**src/rtl/crb_pkg.sv**
```systemverilog
package crb_pkg;
  localparam int DATA_W = 32;

  localparam logic [11:0] OFF_LOC_STATE = 12'h000;
  localparam logic [11:0] OFF_LOC_CTRL  = 12'h008;
  localparam logic [11:0] OFF_LOC_STS   = 12'h00C;
  localparam logic [11:0] OFF_IF_ID     = 12'h030;
  localparam logic [11:0] OFF_CTRL_REQ  = 12'h040;
  localparam logic [11:0] OFF_CTRL_STS  = 12'h044;
  localparam logic [11:0] OFF_CANCEL    = 12'h048;
  localparam logic [11:0] OFF_START     = 12'h04C;
  localparam logic [11:0] OFF_CMD_SIZE  = 12'h058;
  localparam logic [11:0] OFF_CMD_ADDR  = 12'h05C;
  localparam logic [11:0] OFF_RSP_SIZE  = 12'h064;
  localparam logic [11:0] OFF_RSP_ADDR  = 12'h068;

  localparam logic [DATA_W-1:0] VAL_READY   = 32'd1;
  localparam logic [DATA_W-1:0] VAL_IDLE    = 32'd2;
  localparam logic [DATA_W-1:0] VAL_GRANT   = 32'd1;
  localparam logic [DATA_W-1:0] VAL_RELEASE = 32'd2;
  localparam logic [DATA_W-1:0] VAL_INVOKE  = 32'd1;

  localparam logic [7:0] NO_OWNER = 8'hFF;

  typedef struct packed {
    logic goReady;
    logic goIdle;
    logic locGrant;
    logic locRelease;
    logic startCmd;
  } ctrlStrobes_t;
endpackage

```
**src/rtl/crb_ctrl.sv**
```systemverilog
module crb_ctrl
  import crb_pkg::*;
#(
  parameter int ADDR_W = 16
) (
  input  logic               clk,
  input  logic               rstN,
  input  logic               busWrEn,
  input  logic [ADDR_W-1:0]  busAddr,
  input  logic [DATA_W-1:0]  busWrData,
  input  logic [1:0]         busWrSize,
  input  logic               startBit,
  input  logic               locAssigned,
  input  logic [2:0]         activeLoc,
  input  logic               cmdDone,
  output ctrlStrobes_t       strobes,
  output logic               deliverCmd,
  output logic               cancelCmd
);
  localparam int LOC_W = ADDR_W - 12;

  logic [DATA_W-1:0] sizeMask;
  logic [DATA_W-1:0] wrValue;
  logic [11:0]       offset;
  logic [7:0]        reqLoc;
  logic [7:0]        ownerLoc;
  logic              cancelHit;

  always_comb begin
    case (busWrSize)
      2'd0:    sizeMask = 32'h0000_00FF;
      2'd1:    sizeMask = 32'h0000_FFFF;
      2'd2:    sizeMask = 32'h00FF_FFFF;
      default: sizeMask = 32'hFFFF_FFFF;
    endcase
  end

  assign wrValue  = busWrData & sizeMask;
  assign offset   = busAddr[11:0];
  assign reqLoc   = 8'(busAddr[ADDR_W-1:ADDR_W-LOC_W]);
  assign ownerLoc = locAssigned ? {5'd0, activeLoc} : NO_OWNER;

  always_comb begin
    strobes.goReady    = busWrEn && offset == OFF_CTRL_REQ && wrValue == VAL_READY;
    strobes.goIdle     = busWrEn && offset == OFF_CTRL_REQ && wrValue == VAL_IDLE;
    strobes.locGrant   = busWrEn && offset == OFF_LOC_CTRL && wrValue == VAL_GRANT;
    strobes.locRelease = busWrEn && offset == OFF_LOC_CTRL && wrValue == VAL_RELEASE;
    strobes.startCmd   = busWrEn && offset == OFF_START && wrValue == VAL_INVOKE &&
                         !startBit && !cmdDone && ownerLoc == reqLoc;
  end

  assign cancelHit = busWrEn && offset == OFF_CANCEL && wrValue == VAL_INVOKE && startBit;

  always_ff @(posedge clk) begin
    if (!rstN) begin
      deliverCmd <= 1'b0;
      cancelCmd  <= 1'b0;
    end else begin
      deliverCmd <= strobes.startCmd;
      cancelCmd  <= cancelHit;
    end
  end

  // deliver lasts one cycle only
  assert_deliver_single_R4: assert property (@(posedge clk) disable iff (!rstN)
    deliverCmd |=> !deliverCmd);
  // a cancel pulse needs a command in flight at the write
  assert_cancel_inflight_R5: assert property (@(posedge clk) disable iff (!rstN)
    cancelCmd |-> $past(startBit));
  // no start while nobody owns the interface
  assert_start_owner_R7: assert property (@(posedge clk) disable iff (!rstN)
    strobes.startCmd |-> locAssigned);
endmodule

```
**src/rtl/crb_regs.sv**
```systemverilog
module crb_regs
  import crb_pkg::*;
#(
  parameter logic [31:0] WIN_BASE   = 32'h8000_0000,
  parameter logic [31:0] WIN_SIZE   = 32'h0000_1000,
  parameter logic [31:0] BUF_OFFSET = 32'h0000_0080,
  parameter logic [3:0]  IF_REV     = 4'd0
) (
  input  logic               clk,
  input  logic               rstN,
  input  ctrlStrobes_t       strobes,
  input  logic               cmdDone,
  input  logic               cmdErr,
  input  logic               estFlag,
  input  logic [11:0]        rdOffset,
  output logic [DATA_W-1:0]  busRdData,
  output logic               startBit,
  output logic               locAssigned,
  output logic [2:0]         activeLoc
);
  localparam logic [31:0] BUF_SIZE = WIN_SIZE - BUF_OFFSET;
  localparam logic [31:0] BUF_ADDR = WIN_BASE + BUF_OFFSET;

  logic idleBit;
  logic fatalErr;
  logic granted;
  logic beenSeized;
  logic [DATA_W-1:0] ifIdWord;
  logic [DATA_W-1:0] wordSel;

  assign activeLoc = 3'd0;

  always_ff @(posedge clk) begin
    if (!rstN) begin
      startBit    <= 1'b0;
      idleBit     <= 1'b1;
      fatalErr    <= 1'b0;
      locAssigned <= 1'b0;
      granted     <= 1'b0;
      beenSeized  <= 1'b0;
    end else begin
      if (cmdDone)               startBit <= 1'b0;
      else if (strobes.startCmd) startBit <= 1'b1;
      if (cmdDone && cmdErr)     fatalErr <= 1'b1;
      if (strobes.goReady)       idleBit  <= 1'b0;
      else if (strobes.goIdle)   idleBit  <= 1'b1;
      if (strobes.locGrant) begin
        granted     <= 1'b1;
        beenSeized  <= 1'b0;
        locAssigned <= 1'b1;
      end else if (strobes.locRelease) begin
        granted     <= 1'b0;
        locAssigned <= 1'b0;
      end
    end
  end

  always_comb begin
    ifIdWord        = '0;
    ifIdWord[3:0]   = 4'd1;
    ifIdWord[7:4]   = 4'd1;
    ifIdWord[8]     = 1'b0;
    ifIdWord[9]     = 1'b0;
    ifIdWord[12:11] = 2'b11;
    ifIdWord[13]    = 1'b0;
    ifIdWord[14]    = 1'b1;
    ifIdWord[18:17] = 2'd1;
    ifIdWord[27:24] = IF_REV;
  end

  always_comb begin
    case ({rdOffset[11:2], 2'b00})
      OFF_LOC_STATE: wordSel = {24'd0, 1'b1, activeLoc, 2'b00, locAssigned, !estFlag};
      OFF_LOC_STS:   wordSel = {30'd0, beenSeized, granted};
      OFF_IF_ID:     wordSel = ifIdWord;
      OFF_CTRL_STS:  wordSel = {30'd0, idleBit, fatalErr};
      OFF_START:     wordSel = {31'd0, startBit};
      OFF_CMD_SIZE:  wordSel = BUF_SIZE;
      OFF_CMD_ADDR:  wordSel = BUF_ADDR;
      OFF_RSP_SIZE:  wordSel = BUF_SIZE;
      OFF_RSP_ADDR:  wordSel = BUF_ADDR;
      default:       wordSel = '0;
    endcase
  end

  assign busRdData = wordSel >> {rdOffset[1:0], 3'b000};

  // completion clears the start bit
  assert_done_clears_R6: assert property (@(posedge clk) disable iff (!rstN)
    cmdDone |=> !startBit);
  // an error completion leaves fatal set
  assert_err_fatal_R6: assert property (@(posedge clk) disable iff (!rstN)
    (cmdDone && cmdErr) |=> fatalErr);
  // an accepted start sets the start bit
  assert_start_sets_R4: assert property (@(posedge clk) disable iff (!rstN)
    strobes.startCmd |=> startBit);
  // grant and release land in the locality state
  assert_grant_R3: assert property (@(posedge clk) disable iff (!rstN)
    strobes.locGrant |=> (locAssigned && granted && !beenSeized));
  assert_release_R3: assert property (@(posedge clk) disable iff (!rstN)
    strobes.locRelease |=> (!locAssigned && !granted));
  // ready request leaves idle clear
  assert_ready_R2: assert property (@(posedge clk) disable iff (!rstN)
    strobes.goReady |=> !idleBit);
endmodule

```
**src/rtl/crb_ctrl_regs.sv**
```systemverilog
module crb_ctrl_regs
  import crb_pkg::*;
#(
  parameter int          ADDR_W     = 16,
  parameter logic [31:0] WIN_BASE   = 32'h8000_0000,
  parameter logic [31:0] WIN_SIZE   = 32'h0000_1000,
  parameter logic [31:0] BUF_OFFSET = 32'h0000_0080,
  parameter logic [3:0]  IF_REV     = 4'd0
) (
  input  logic               clk,
  input  logic               rstN,
  input  logic               busWrEn,
  input  logic [ADDR_W-1:0]  busAddr,
  input  logic [31:0]        busWrData,
  input  logic [1:0]         busWrSize,
  output logic [31:0]        busRdData,
  input  logic               estFlag,
  output logic               deliverCmd,
  output logic               cancelCmd,
  input  logic               cmdDone,
  input  logic               cmdErr
);
  ctrlStrobes_t strobes;
  logic         startBit;
  logic         locAssigned;
  logic [2:0]   activeLoc;

  crb_ctrl #(.ADDR_W(ADDR_W)) ctrl_i (
    .clk(clk), .rstN(rstN), .busWrEn(busWrEn), .busAddr(busAddr),
    .busWrData(busWrData), .busWrSize(busWrSize), .startBit(startBit),
    .locAssigned(locAssigned), .activeLoc(activeLoc), .cmdDone(cmdDone),
    .strobes(strobes), .deliverCmd(deliverCmd), .cancelCmd(cancelCmd)
  );

  crb_regs #(.WIN_BASE(WIN_BASE), .WIN_SIZE(WIN_SIZE),
             .BUF_OFFSET(BUF_OFFSET), .IF_REV(IF_REV)) regs_i (
    .clk(clk), .rstN(rstN), .strobes(strobes), .cmdDone(cmdDone),
    .cmdErr(cmdErr), .estFlag(estFlag), .rdOffset(busAddr[11:0]),
    .busRdData(busRdData), .startBit(startBit),
    .locAssigned(locAssigned), .activeLoc(activeLoc)
  );
endmodule

```
**config.mk**
```make
export PLATFORM = sky130hd
export DESIGN_NAME = crb_ctrl_regs
export DESIGN_NICKNAME = d
export VERILOG_FILES = /design/src/rtl/crb_pkg.sv /design/src/rtl/crb_ctrl.sv /design/src/rtl/crb_regs.sv /design/src/rtl/crb_ctrl_regs.sv
export SDC_FILE = /design/constraint.sdc
export NUM_CORES = 1
export LEC_CHECK = 0
export ABC_AREA = 1
export BUFFER_PORTS_ARGS = -buffer_cell sky130_fd_sc_hd__buf_2
export CELL_PAD_IN_SITES_DETAIL_PLACEMENT = 1
export CELL_PAD_IN_SITES_GLOBAL_PLACEMENT = 1
export CORE_MARGIN = 2
export CORE_UTILIZATION = 24
export DETAILED_ROUTE_END_ITERATION = 8
export GPL_TIMING_DRIVEN = 0
export PLACE_DENSITY_LB_ADDON = 0.1
export SKIP_LAST_GASP = 1
export SLEW_MARGIN = 10
export SYNTH_ARGS = -nofsm -noshare
export SYNTH_HDL_FRONTEND = slang
export SYNTH_HIERARCHICAL = 1
export SYNTH_SLANG_ARGS = --single-unit
export TNS_END_PERCENT = 30
```
**constraint.sdc**
```tcl
create_clock -name clk -period 1.8 [get_ports clk]
set_clock_uncertainty 0.2 [all_clocks]
set_input_delay 0.27 -clock clk [delete_from_list [all_inputs] [get_ports clk]]
set_output_delay 0.27 -clock clk [all_outputs]
set_load 0.02 [all_outputs]
```
==> flow_summary.json <==
{
  "ctsHtreeMaxLevel": 1,
  "rsz0062_at_grt": "true",
  "layout-drive-gt1-share": 0.4586,
  "globalRouteMet3Util": 0.01587,
  "coreArea_um2": 5010,
  "drcViolationCount": 0,
  "maxCapViolations": 0,
  "grt-ovfl-total": 0,
  "start_util": 0.2455,
  "clk_path_buf_depth": 2,
  "yosys_register_bits": 6,
  "wl_per_cell_um": 9.199,
  "cts_inserted_buffers": 3,
  "insertion_delay_ns": 0.22,
  "fin_ws_ns": -0.04567,
  "met1_usage": 0.1586,
  "hold_viol": 0,
  "ant_nets": 0,
  "busiest_layer": "met2",
  "use_met2": 0.2618,
  "critical-path-slowest-cell": "or2_4",
  "via_count": 1664,
  "ys_seq_area_frac": 0.09766,
  "dp.cells": 401,
  "fin_cells": 408,
  "io_buffers": 73,
  "min_period_ns": 1.846,
  "diodes": 0,
  "antenna_found_initial": 0,
  "vias_per_cell": 4.078,
  "grt_max_degree": 11,
  "critPathMaxStageDelay_ns": 0.27,
  "die_h_um": 75.59,
  "critPathKind": "in2out",
  "crit_path_max_fanout": 7,
  "p_leak_uw": 0.001160,
  "synthCells": 241,
  "fillCellCount": 760,
  "dp_hpwl_um": 3241,
  "rows": 26,
  "fin_nets": 396,
  "critPathArrivalTime_ns": 1.38,
  "area_delta_synth_final_pct": 64.50,
  "setup_violations": 6,
  "max_freq_ghz": 0.5418,
  "finalSetupTns_ns": -0.1845,
  "grt_use_total": 0.1348,
  "pwr_density_cell_nw_per_um2": 298.4,
  "postCtsHoldBufs": 0,
  "synth_area_um2": 1230,
  "place.gp.congestion": 0.7100,
  "drv_slew": 0,
  "period_share": 1.025,
  "path_buf_inv": 2,
  "die-area_um2": 5713,
  "cpLargestDelayFamily": "simple AND/OR/NAND/NOR gates",
  "hold_class": "in2reg",
  "synth_cell_types": 26,
  "die_w_um": 75.59,
  "drt_wl_total_um": 3753,
  "final_cell_mix": "65 x buf_2, 50 x nor2_1, 42 x nand2_1",
  "vdd_drop_max_mv": 0.2208,
  "start_kind": "primary input",
  "ys_warn_count": 6,
  "io_pins": 90,
  "cp-end-kind": "output pin",
  "status": "finished with violations",
  "path_clk_slew_ns": 0.04,
  "cp.required_ns": 1.33,
  "first_pass_iters": 4,
  "path_cells": "buf_12 -> or2_4 -> nor2_8 -> nand2_4 -> nand2_2 -> nor2_2 -> nand2_2 -> nand2_2 -> nor2_2 -> buf_6",
  "grt_pass1_vias": 1541,
  "drt_iter0_markers": 57,
  "clock_sinks": 6,
  "path_common_cell": "nand2_2",
  "pre_cts_slack_ns": -0.1952,
  "violations": "negative setup slack",
  "grt_pass1_wl_um": 6189,
  "cts_root_buf": "clkbuf_8",
  "cts_tree": "done",
  "final_common_cell": "buf_2",
  "syn_area_per_cell_um2": 5.103
}
-- layout make-up --
class,count,area (um2),area share
inverters,38,145.1,0.07174
clock buffers,3,41.29,0.02041
well taps,70,87.58,0.04329
flip-flops and latches,6,120.1,0.05937
plain buffers,23,173.9,0.08596
repair buffers,77,452.9,0.2239
multi-input cells,191,1002,0.4954
-- state kept, by name (all words and copies together) (netlist names) --
name / count
ctrl_i/cancelCmd: 1
ctrl_i/deliverCmd: 1
regs_i/fatalErr: 1
regs_i/granted: 1
regs_i/idleBit: 1
regs_i/startBit: 1
-- final timing paths --
check | startpoint | endpoint | slack [ns] | cells past startpoint
worst min-delay path | cmdDone | regs_i/startBit$_SDFFE_PP0P_ | 0.05 | 2
worst max-delay path | busAddr[3] | busRdData[11] | -0.05 | 10
worst max register to register | regs_i/granted$_SDFFE_PN0P_ | regs_i/startBit$_SDFFE_PP0P_ | 0.34 | 10
worst min register to register | regs_i/fatalErr$_SDFFE_PN0P_ | regs_i/fatalErr$_SDFFE_PN0P_ | 0.28 | 2
-- synthesized netlist by cell type --
cell type  instances  area share
buf_6              1      0.0092
inv_1             37        0.11
or2_4              1      0.0071
nor3b_1            1      0.0061
inv_2              1      0.0030
and2_0             1      0.0051
buf_4             21        0.13
o31ai_1            1      0.0061
nand4_1            2       0.010
o22ai_1            2       0.010
nand2_4            1      0.0092
nand3b_1           1      0.0061
a21oi_1            2      0.0081
nor2_1            60        0.18
dfxtp_1            6       0.098
nand2_1           55        0.17
conb_1             1      0.0030
nor3_1             4       0.016
o21ai_0            3       0.012
nor2_8             1       0.016
buf_2              1      0.0041
nand3_1           25        0.10
nor3_4             1       0.013
nand2_2            6       0.031
a21oi_2            1      0.0071
nor2_2             5       0.025
-- stage by stage --
| stage | cell area, um2 | power [uW] | hold WS [ns] | util |
|---|---|---|---|---|
| floorplan | 1294 | 283.6 | 0.1462 | - |
| finish | 2023 | 603.7 | 0.05229 | 0.4038 |
| global route | 2023 | 656.1 | 0.05033 | 0.4038 |
| CTS | 1941 | 599.9 | 0.04939 | 0.3874 |
| global placement | 1747 | 370.4 | 0.2722 | 0.3487 |
| detailed placement | 1747 | 373.6 | 0.2755 | 0.3487 |
-- power by group --
part	total, uW	internal, uW	leakage, uW	switching, uW
registers	136	135	0.0000486	0.806
clock network	198	143	0.0000216	54.9
logic	269	120	0.00109	149
total	604	399	0.00116	205
-- layer usage --
metal,share of wire,up-vias,wire length (um)
li1,-,893,-
met1,0.40,729,1511
met2,0.55,42,2056
met3,0.049,0,185
met4,0,0,0
met5,0,-,0
-- what timing repair did --
action                                  in CTS  in global routing
setup buffers                                4                  0
pin swaps                                   20                 13
endpoints found under the setup margin       9                 11
gates resized for setup                     41                 25
-- cell families (layout without fill, tap and decap cells) --
group,count (synthesis),in the layout,synth area share
and+or+nand+nor,164,164,0.5982
buffers and inverters,61,141,0.2574
AOI/OAI and AO/OA,9,9,0.04374
DFF,6,6,0.09766
other,1,18,0.003049
Power figures use the tool's default switching activity.
